`src/rtl/wt_pkg.sv`:
```
package wt_pkg;
  localparam int TRIM_W = 7;
  typedef logic [TRIM_W-1:0] trim_t;
  typedef enum logic {
    WIN_ONE_MIN = 1'b0,
    WIN_TWO_MIN = 1'b1
  } win_len_e;
endpackage

```
`src/rtl/wt_prescaler.sv`:
```
// Divides the oscillator clock down to the 8192 Hz stage enable.
module wt_prescaler #(
  parameter int DIV = 4
) (
  input  logic clk,
  input  logic rst_n,
  output logic stage_en
);
  localparam int W = (DIV < 2) ? 1 : $clog2(DIV);
  localparam logic [W-1:0] LAST = W'(DIV - 1);

  logic [W-1:0] phase;

  always_ff @(posedge clk or negedge rst_n) begin
    if (!rst_n)
      phase <= '0;
    else if (phase == LAST)
      phase <= '0;
    else
      phase <= phase + 1'b1;
  end

  assign stage_en = (phase == LAST);

  AST_STAGE_EN_SPACED: assert property (@(posedge clk) disable iff (!rst_n)
    stage_en |=> !stage_en) else $error("stage enable repeated");
endmodule

```
`src/rtl/wt_pulse_gate.sv`:
```
// Deletes a burst of stage enables at the start of each calibration window.
module wt_pulse_gate
  import wt_pkg::*;
(
  input  logic  clk,
  input  logic  rst_n,
  input  logic  stage_en,
  input  logic  win_start,
  input  trim_t trim_count,
  output logic  kept_en
);
  trim_t owed;
  logic  first_win;
  logic  load;

  assign load    = first_win | win_start;
  assign kept_en = stage_en & (owed == '0);

  always_ff @(posedge clk or negedge rst_n) begin
    if (!rst_n) begin
      owed      <= '0;
      first_win <= 1'b1;
    end else begin
      first_win <= 1'b0;
      if (load)
        owed <= trim_count;
      else if (stage_en && owed != '0)
        owed <= owed - 1'b1;
    end
  end

  AST_BURST_COUNTS_DOWN: assert property (@(posedge clk) disable iff (!rst_n)
    (stage_en && owed != '0 && !load) |=> (owed == $past(owed) - 1'b1))
    else $error("burst count did not step");
  AST_COUNT_SAMPLED: assert property (@(posedge clk) disable iff (!rst_n)
    load |=> (owed == $past(trim_count))) else $error("count not sampled");
  AST_COUNT_HELD: assert property (@(posedge clk) disable iff (!rst_n)
    (!stage_en && !load) |=> $stable(owed)) else $error("count drifted");
endmodule

```
`src/rtl/wt_stage_counter.sv`:
```
// Counts surviving 8192 Hz enables into seconds; taps the monitor wave.
module wt_stage_counter #(
  parameter int STAGE_DIV = 8192,
  parameter int MON_BIT   = 7
) (
  input  logic clk,
  input  logic rst_n,
  input  logic kept_en,
  output logic sec_tick,
  output logic mon_out
);
  localparam int W = $clog2(STAGE_DIV);
  localparam logic [W-1:0] LAST = W'(STAGE_DIV - 1);

  logic [W-1:0] cnt;

  always_ff @(posedge clk or negedge rst_n) begin
    if (!rst_n)
      cnt <= '0;
    else if (kept_en)
      cnt <= (cnt == LAST) ? '0 : cnt + 1'b1;
  end

  assign sec_tick = kept_en & (cnt == LAST);
  assign mon_out  = cnt[MON_BIT];

  AST_MON_FROZEN: assert property (@(posedge clk) disable iff (!rst_n)
    !kept_en |=> $stable(mon_out)) else $error("monitor moved");
  AST_SEC_RESTARTS: assert property (@(posedge clk) disable iff (!rst_n)
    sec_tick |=> (cnt == '0)) else $error("stage count not restarted");
endmodule

```
`src/rtl/wt_minute_counter.sv`:
```
// Counts seconds into minutes and marks the end of each calibration window.
module wt_minute_counter
  import wt_pkg::*;
#(
  parameter int SEC_PER_MIN = 60
) (
  input  logic clk,
  input  logic rst_n,
  input  logic sec_tick,
  input  logic period_sel,
  output logic min_tick,
  output logic win_start
);
  localparam int W = $clog2(SEC_PER_MIN);
  localparam logic [W-1:0] LAST = W'(SEC_PER_MIN - 1);

  logic [W-1:0] secs;
  logic         odd_min;

  assign min_tick  = sec_tick & (secs == LAST);
  assign win_start = min_tick & ((period_sel == WIN_ONE_MIN) | odd_min);

  always_ff @(posedge clk or negedge rst_n) begin
    if (!rst_n) begin
      secs    <= '0;
      odd_min <= 1'b0;
    end else begin
      if (sec_tick)
        secs <= (secs == LAST) ? '0 : secs + 1'b1;
      if (min_tick)
        odd_min <= !win_start;
    end
  end

  AST_MIN_RESTARTS: assert property (@(posedge clk) disable iff (!rst_n)
    min_tick |=> (secs == '0)) else $error("second count not restarted");
  AST_WIN_PHASE_CLEAR: assert property (@(posedge clk) disable iff (!rst_n)
    win_start |=> !odd_min) else $error("window phase not cleared");
  AST_WIN_PHASE_SET: assert property (@(posedge clk) disable iff (!rst_n)
    (min_tick && !win_start) |=> odd_min) else $error("window phase not set");
endmodule

```
`src/rtl/watch_cal_divider.sv`:
```
// Top: oscillator -> 8192 Hz stage -> pulse gate -> seconds -> minutes.
module watch_cal_divider #(
  parameter int PRE_DIV     = 4,
  parameter int STAGE_DIV   = 8192,
  parameter int MON_BIT     = 7,
  parameter int SEC_PER_MIN = 60
) (
  input  logic                      clk_osc,
  input  logic                      rst_n,
  input  logic [wt_pkg::TRIM_W-1:0] trim_count,
  input  logic                      period_sel,
  output logic                      mon_32hz,
  output logic                      sec_tick,
  output logic                      min_tick
);
  logic stage_en;
  logic kept_en;
  logic win_start;
  logic sec_w;
  logic min_w;

  wt_prescaler #(.DIV(PRE_DIV)) u_pre (
    .clk      (clk_osc),
    .rst_n    (rst_n),
    .stage_en (stage_en)
  );

  wt_pulse_gate u_gate (
    .clk        (clk_osc),
    .rst_n      (rst_n),
    .stage_en   (stage_en),
    .win_start  (win_start),
    .trim_count (trim_count),
    .kept_en    (kept_en)
  );

  wt_stage_counter #(.STAGE_DIV(STAGE_DIV), .MON_BIT(MON_BIT)) u_stage (
    .clk      (clk_osc),
    .rst_n    (rst_n),
    .kept_en  (kept_en),
    .sec_tick (sec_w),
    .mon_out  (mon_32hz)
  );

  wt_minute_counter #(.SEC_PER_MIN(SEC_PER_MIN)) u_min (
    .clk        (clk_osc),
    .rst_n      (rst_n),
    .sec_tick   (sec_w),
    .period_sel (period_sel),
    .min_tick   (min_w),
    .win_start  (win_start)
  );

  assign sec_tick = sec_w;
  assign min_tick = min_w;

  AST_TICKS_NEED_STAGE: assert property (@(posedge clk_osc) disable iff (!rst_n)
    sec_tick |-> stage_en) else $error("tick off stage enable");
  AST_NO_TICK_IN_BURST: assert property (@(posedge clk_osc) disable iff (!rst_n)
    (stage_en && !kept_en) |-> !sec_tick) else $error("tick inside burst");
endmodule

```
`config.mk`:
```
export PLATFORM = sky130hd
export DESIGN_NAME = watch_cal_divider
export DESIGN_NICKNAME = d
export VERILOG_FILES = /design/src/rtl/wt_pkg.sv /design/src/rtl/wt_prescaler.sv /design/src/rtl/wt_pulse_gate.sv /design/src/rtl/wt_stage_counter.sv /design/src/rtl/wt_minute_counter.sv /design/src/rtl/watch_cal_divider.sv
export SDC_FILE = /design/constraint.sdc
export NUM_CORES = 1
export LEC_CHECK = 0
export BUFFER_PORTS_ARGS = -buffer_cell sky130_fd_sc_hd__buf_2
export CAP_MARGIN = 25
export CORE_MARGIN = 8
export CORE_UTILIZATION = 35
export DETAILED_ROUTE_END_ITERATION = 7
export HOLD_SLACK_MARGIN = 0.03
export SYNTH_ARGS = -nofsm -noshare
export SYNTH_HDL_FRONTEND = slang
export SYNTH_SLANG_ARGS = --single-unit
export TNS_END_PERCENT = 20
```
`constraint.sdc`:
```
create_clock -name clk_osc -period 3 [get_ports clk_osc]
set_input_delay 0.45 -clock clk_osc [delete_from_list [all_inputs] [get_ports clk_osc]]
set_output_delay 0.45 -clock clk_osc [all_outputs]
set_load 0.005 [all_outputs]
```
After elaboration in Yosys (flattened, before gate mapping)

Index checks and enable logic that the tools add are counted.

Output and inout port bits: 3
Input bits: 10
Register bits after elaboration: 30
Bits in read-only memories: 0
Memories: 0
Bits in latches: 0
Bits in writable memories: 0

Muxes and demuxes: 5
Equal/unequal tests: 3
Bitwise logic cells: 7
$mul: 0
Shift operators: 0
Div/mod/pow operators: 0
Reduce and logical (&&, ||, !) cells: 5
Magnitude comparators: 0
$add $sub $neg: 4

Operators with widths:

| operator                                         | count |
|---|---|
| two-way mux 7 bit                                | 2 |
| adder 13 x 1 -> 13 bit, second input constant    | 1 |
| == test 13 bit, second input constant            | 1 |
| two-way mux 13 bit                               | 1 |
| zero test 7 bit                                  | 1 |
| nonzero test 7 bit                               | 1 |
| subtractor 7 x 1 -> 7 bit, second input constant | 1 |
| adder 6 x 1 -> 6 bit, second input constant      | 1 |
| == test 6 bit, second input constant             | 1 |
| two-way mux 6 bit                                | 1 |
| AND 1 bit                                        | 4 |
| adder 2 x 1 -> 2 bit, second input constant      | 1 |
| == test 2 bit, second input constant             | 1 |
| two-way mux 2 bit                                | 1 |
| OR 1 bit                                         | 2 |
| nonzero test 2 bit                               | 1 |
| logical AND 1 bit                                | 1 |
| zero test 1 bit                                  | 1 |
| inverter 1 bit                                   | 1 |

Longest topological paths before layout

Gate-level depths: netlist (run 1).

Depth after elaboration: 7
Gate-level depth with buffers: 7
Mapped depth without buffers: 6

Modules after synthesis

Synthesis (run 1) repeated with hierarchy kept, for this count alone.

Cells, all modules: 149
Area total of the unflattened synthesis: 1,561.5 um2

Modules (own cells, without submodules):

| module            | times used | area each (um2) | cells an instance |
|---|---|---|---|
| wt_stage_counter  | 1          | 673.1           | 64 |
| wt_pulse_gate     | 1          | 473.0           | 49 |
| wt_minute_counter | 1          | 349.1           | 32 |
| wt_prescaler      | 1          | 66.3            | 4 |

Worst setup path before layout (run 1)

Ideal clock, no wire load.

Kind: reg-to-reg
Start: reg u_gate.owed[0]
End: reg u_stage.cnt[9]
Buffers on the path: 1
Required time: 2,922 ps
Arrival time: 2,136 ps
Stages on the path, launching flop included: 8
Period minus slack after synthesis: 2,213 ps
Setup slack: 787 ps
Cell sequence: dfrtp_1 inv_1 ha_1 or4b_1 buf_2 or4_4 or3_1 a21oi_1

Cells in the longest elaborated chain, start to end: 2

Ends and longest elaborated chain:

| item                   | line                   | RTL |
|---|---|---|
| start, declared        | wt_pulse_gate.sv:12    | `trim_t owed;` |
| start signal, assigned | wt_pulse_gate.sv:26    | `owed <= trim_count;` |
| start signal, assigned | wt_pulse_gate.sv:28    | `owed <= owed - 1'b1;` |
| zero test 7 bit        | wt_pulse_gate.sv:17    | `assign kept_en = stage_en & (owed == '0);` |
| AND 1 bit              | wt_pulse_gate.sv:17    |  |
| end signal, assigned   | wt_stage_counter.sv:21 | `cnt <= (cnt == LAST) ? '0 : cnt + 1'b1;` |
| end, declared          | wt_stage_counter.sv:15 | `logic [W-1:0] cnt;` |

Every way passes these cells.
A chain may end at the register's enable or synchronous reset.

Worst setup path after layout (run 1)

Start: reg u_gate.owed[0]
End: out min_tick

Cells in the longest elaborated chain, start to end: 4

Ends and longest elaborated chain:

| item            | line                    | RTL |
|---|---|---|
| zero test 7 bit | wt_pulse_gate.sv:17     |  |
| AND 1 bit       | wt_pulse_gate.sv:17     |  |
| AND 1 bit       | wt_stage_counter.sv:24  | `assign sec_tick = kept_en & (cnt == LAST);` |
| AND 1 bit       | wt_minute_counter.sv:20 | `assign min_tick = sec_tick & (secs == LAST);` |
| end, declared   | watch_cal_divider.sv:14 | `output logic min_tick` |

Every way passes these cells.

==> metrics.txt, run 1 <==
status=finished, final reports clean; clk buf depth=2; count of pins over their slew limit=0; RSZ-0062 raised after global routing=no; top-count cell post-synth=dfrtp_1; fin nets=181; Mapped Area=1550 um^2; Pwr Total=0.000892 W; WP data required=2.55 ns; clk root buf=clkbuf_8; worst skew pair latency=0.27 ns; WL met2=1450 um; cell taking the most area after synthesis=dfrtp_1; met3 WL=142 um; WHS=0.206 ns; clk slew on worst S/H paths=0.06 ns; drt total wl=2990 um; ranking of synthesized cells by area=dfrtp_1 (47%), mux2_2 (5.8%), xnor2_1 (4.0%); Syn. warnings=0; Final period util=89.2%; Mean Syn Cell Area=10.5 um^2; HPWL Detailed=2220 um; hold crit path type=in2async; first-pass GRT wire length=5030 um; Residual DRC=0; TritonCTS clock tree=yes; Core Rows=24; endpoint type of the worst setup path=output pin; worst-path maximum fanout=9; Die W=82.4 um; Core Box Area=4290 um^2; Slew HR=56.0%; Final GP Congestion=0.849; vias in the first global route=1131; Synth cell types=43; CTS buffer count=5; setup TNS=0 ns; share of post-route cells with drive strength above 1=23.8%; largest net degree at the start of global routing=31; CP Launch Type=flop; vias per inst=5.27; EDFF count, synth=0; uppermost layer routed=met3; final setup violation count=0; diode count=0; gr ovfl total=0; Syn-to-layout area delta=16.5%; die area=6800 um^2; final instance area=1800 um^2; starting density of the core=36.0%; Post-CTS Setup Bufs=0; top-area cell type share of the netlist area=47.0%; clk sinks=30; Mapped Cells=147; synthesized net count=161; die extent in y=82.4 um; Seq cells post-synth=30; antenna-violating nets left=0; clk_skew=0.00892 ns; Post-CTS Resized=0; final hold violations=0; most used flip-flop cell after synthesis=dfrtp_1; via count=1160; WP data arrival=2.23 ns; CP Class=reg2out; wire per inst=13.6 um; met1 wire length=1400 um; TritonRoute pass-1 iters=4; DP Area=1680 um^2; # hold bufs at CTS=0; Global Route Usage Sum=9.47%; crit path time final=2.68 ns; leakage power=0.786 nW; initial drt markers=71; fmax=0.374 GHz; max-capacitance violation count=0; Layout Utilization=41.9%; most frequent cells after synthesis=dfrtp_1 (29), nand2_1 (11), nor2_1 (10); pwr dens=495 nW/um^2; number of I/O pins=13; htree depth=2; Worst Max-Slew Pin Slew=0.660 ns; antenna violations before repair=0; worst vdd ir=0.000179 V; fraction of registers with async set/reset=100%; register area share after synthesis=48.7%; IO Port Bufs=12
==> cells by family after synthesis <==
logic type                 Yosys count  synth area share, %
AOI/OAI and AO/OA                   25                 11.4
xor gates and xnor gates             8                 4.53
adders and majority gates            4                 3.24
buffers and inverters               10                 2.51
DFF                                 30                 48.7
muxes                               13                 9.07
other                                1                0.243
and+or+nand+nor                     56                 20.3
==> placed cells by master (no fill, tap or decap), drive strengths merged, types with 2 or more instances in the layout <==
master / synthesis / routed
a21oi: 4 / 4
a211oi: 2 / 2
clkbuf: 1 / 7
or4b: 3 / 3
o21ai: 5 / 5
or3: 2 / 2
mux2i: 5 / 5
nand4: 2 / 2
nor3: 4 / 4
dfrtp: 29 / 29
mux2: 8 / 8
xnor2: 7 / 7
or4: 3 / 3
o211ai: 2 / 2
and3: 2 / 2
or2: 2 / 2
ha: 4 / 4
nor4: 2 / 2
nand3: 8 / 8
nand2: 11 / 11
o31ai: 3 / 3
buf: 1 / 15
inv: 8 / 8
nor2: 12 / 12
a31oi: 3 / 3
==> state kept, by name, indices dropped and copies added, names as in the netlist <==
register / cells
u_gate.owed: 7
u_pre.phase: 2
u_min.secs: 6
u_stage.cnt: 13
u_min.odd_min: 1
u_gate.first_win: 1
==> metrics by stage <==
step	worst slack, ns	std cells
6_report	0.323	220
5_1_grt	0.177	220
4_1_cts	0.313	220
3_5_place_dp	0.610	212
3_3_place_gp	0.669	212
2_1_floorplan	0.787	147
==> power breakdown <==
group / leakage [nW] / internal [W] / switching (W)
logic: 0.337 / 0.0000242 / 0.0000265
clock network: 0.0585 / 0.000270 / 0.000139
registers: 0.390 / 0.000418 / 0.0000138
==> critical path, stage by stage, from the launching register on <==
cell and delay (ns):
dfrtp_1 0.40, inv_1 0.07, ha_1 0.17, or4b_1 0.54, nor2_2 0.38, and3_1 0.26
buf_2 0.13
==> area by class of cell <==
| class | instances | area, um^2 |
|---|---|---|
| Fill cell | 427 | 2490 |
| Timing Repair Buffer | 15 | 82.6 |
| Tap cell | 52 | 65.1 |
| Clock inverter | 1 | 30.0 |
| Multi-Input combinational cell | 107 | 754 |
| Clock buffer | 7 | 86.3 |
| Sequential cell | 30 | 752 |
| Inverter | 8 | 30.0 |
==> path summary, 6_finish.rpt <==
check	cells past startpoint	start	slack (ns)	endpoint
hold / removal	1	rst_n	0.21	u_stage.cnt[7]$_DFFE_PN0N_
setup reg to reg	6	u_gate.owed[0]$_DFFE_PN0P_	0.60	u_gate.owed[4]$_DFFE_PN0P_
hold reg to reg	1	u_pre.phase[0]$_DFF_PN0_	0.44	u_pre.phase[0]$_DFF_PN0_
setup / recovery	6	u_gate.owed[0]$_DFFE_PN0P_	0.32	min_tick
min in group clk_osc	3	trim_count[2]	0.40	u_gate.owed[2]$_DFFE_PN0P_
max in group asynchronous	1	rst_n	2.36	u_min.secs[2]$_DFFE_PN0P_
==> layer usage <==
metal / vias up / global-route usage, %
li1: 570 / -
met1: 567 / 11.6
met2: 23 / 15.7
met3: 0 / 3.57
met4: 0 / 1.58
met5: - / 0
Note: power is estimated with default switching activity, not from simulation.
==> inputs of run 2 (changes only) <==
Settings changed: SYNTH_HIERARCHICAL set to 1.
==> run 2 against run 1 <==
Compared with the run above:
- combinational power decreased by 10%
- critical path type unchanged
- design area unchanged
- total power down 10%
- die area grew 0.85%
- clock skew decreased by 0.0013 ns
==> metrics.txt, run 2 <==
Final GP Congestion=0.786; Critical Path Slowest Stage Cell=dfrtp_1; pwr dens=445 nW/um^2; status=finished, final reports clean; antenna violations before repair=0; fin nets=183; fin worst setup slack=0.208 ns; clk root buf=clkbuf_8; WP data arrival=2.34 ns; Mean Syn Cell Area=10.5 um^2; count of pins over their slew limit=0; ranking of synthesized cells by area=dfrtp_1 (46%), ha_1 (4.0%), nor2_1 (3.8%); CP Launch Type=flop; htree depth=2; CP max stage delay=0.40 ns; Layout Utilization=41.6%; fraction of registers with async set/reset=100%; drt total wl=2880 um; die area=6860 um^2; CP Class=reg2out; top-count cell post-synth=dfrtp_1; clk_skew=0.00765 ns; area of the multi-input gates=796 um^2; HPWL Detailed=2110 um; met3 GRT Util=3.45%; most common cell after layout, fill and taps aside=dfrtp_1; Top Registers=u_stage/cnt: 13 flops, u_gate/owed: 7 flops, u_min/secs: 6 flops; synthesized net count=164; register area share after synthesis=48.2%; Die W=82.8 um; Final period util=93.1%; share of post-route cells with drive strength above 1=18.9%; worst path cell trace=inv_1 -> ha_1 -> nor3b_4 -> and3_1 -> nand4_1 -> nor4_4 -> nand2_2 -> nor3_4 -> buf_2; CTS buffer count=5; Worst Max-Slew Pin Slew=0.783 ns; worst-path maximum fanout=6; Seq cells post-synth=30; first-pass GRT wire length=5190 um; hold crit path type=in2async; die extent in y=82.8 um; wire per inst=13.0 um; Syn. warnings=6; clk slew on worst S/H paths=0.06 ns; Core Box Area=4320 um^2; Setup WS pre-CTS=0.229 ns; # hold bufs at CTS=0; cell taking the most area after synthesis=dfrtp_1; vias in the first global route=1130; vias per inst=5.15; Residual DRC=0; met2 usage=16.2%; leakage power=0.806 nW; final setup violation count=0; Biggest register=u_stage/cnt; top-area cell type share of the netlist area=46.5%; Largest register FFs=13; antenna-violating nets left=0; initial drt markers=94; Synth cell types=46; largest net degree at the start of global routing=31; WP data required=2.55 ns; diode count=0; TritonCTS clock tree=yes; Setup crit start=u_gate/owed[0]$_DFFE_PN0P_; Global Route Usage Sum=9.99%; starting density of the core=36.1%; crit path time final=2.79 ns; max-capacitance violation count=0; number of I/O pins=13; Register Area=752 um^2; Fill cells=440; worst vdd ir=0.000227 V; IO Port Bufs=12; Crit Reg-Reg Startpoint=u_gate/owed[0]$_DFFE_PN0P_; Pwr Total=0.000802 W; Syn-to-layout area delta=15.3%; clk sinks=30; fmax=0.358 GHz; most used flip-flop cell after synthesis=dfrtp_1; TritonRoute pass-1 iters=4; via count=1139; Slew HR=47.6%; Mapped Area=1560 um^2; clk buf depth=2; worst skew pair latency=0.28 ns; endpoint type of the worst setup path=output pin; gr ovfl total=0; most used routing layer=met2; EDFF count, synth=0; final hold violations=0; Core Rows=24; M1 GR Usage=11.4%; most frequent cells after synthesis=dfrtp_1 (29), nor2_1 (16), nand2_1 (11); commonest cells after routing, fill and taps aside=dfrtp_1 (29), nor2_1 (16), buf_2 (12), nand2_1 (11); Mapped Cells=149
-- run 2: worst paths after layout --
path	to	slack [ns]	cells past startpoint
worst min register to register	u_pre/phase[0]$_DFF_PN0_	0.44	1
max in group asynchronous	u_stage/cnt[5]$_DFFE_PN0P_	2.37	1
worst max register to register	u_gate/owed[5]$_DFFE_PN0P_	0.35	10
min in group clk_osc	u_gate/owed[5]$_DFFE_PN0P_	0.40	2
worst max-delay path	min_tick	0.21	9
worst min-delay path	u_stage/cnt[12]$_DFFE_PN0P_	0.20	1
-- run 2: cells by family (layout without fill, tap and decap cells) --
family,count (synthesis),count (layout),synth area share [%]
multiplexers,9,9,6.41
other,1,1,0.240
AND/OR/NAND/NOR,61,61,22.4
flip-flops,30,30,48.2
adder cells (fa/ha/maj),5,5,4.01
XOR/XNOR,11,11,6.17
AO/OA/AOI/OAI,25,25,10.3
buffers and inverters,7,27,2.24
-- run 2: metrics by stage --
step	area (um^2)	TNS, ns	instances	hold slack, ns
final	1800	0	221	0.203
after global routing	1800	-0.0472	221	0.267
after CTS	1790	0	220	0.229
after detailed placement	1700	0	212	0.440
after global placement	1700	0	212	0.414
after floorplan	1580	0	149	0.154
-- run 2: routing by layer --
metal  vias to the layer above  wire, um  part of all wire, %
met5                         -         0                    0
met4                         0        59                  2.1
met3                         6       101                  3.5
met2                        16      1410                   49
met1                       539      1310                   45
li1                        578         -                    -
-- run 2: cell type report --
cell class	instances	area share, %
multi-input combinational	112	44.2
sequential	30	41.8
clock buffer	8	5.00
timing repair buffer	15	4.59
tap	52	3.61
inverter	4	0.834
-- run 2: report_power, final --
group / internal [W] / total (W) / switching [W]
Combinational: 0.0000206 / 0.0000454 / 0.0000248
Clock: 0.000187 / 0.000329 / 0.000142
Sequential: 0.000416 / 0.000428 / 0.0000117
Total: 0.000623 / 0.000802 / 0.000179
-- run 2: critical path: cells and delay by family (launching register included) --
kind                     cells  cell delay (ns)
buffers and inverters        2             0.25
flip-flops                   1             0.40
adder cells (fa/ha/maj)      1             0.18
AND/OR/NAND/NOR              6             1.23
-- run 2: repair_timing --
action                                  in CTS  in global routing
gates resized for setup                      0                  1
endpoints found under the setup margin       0                  3
buffers inserted                             0                  1
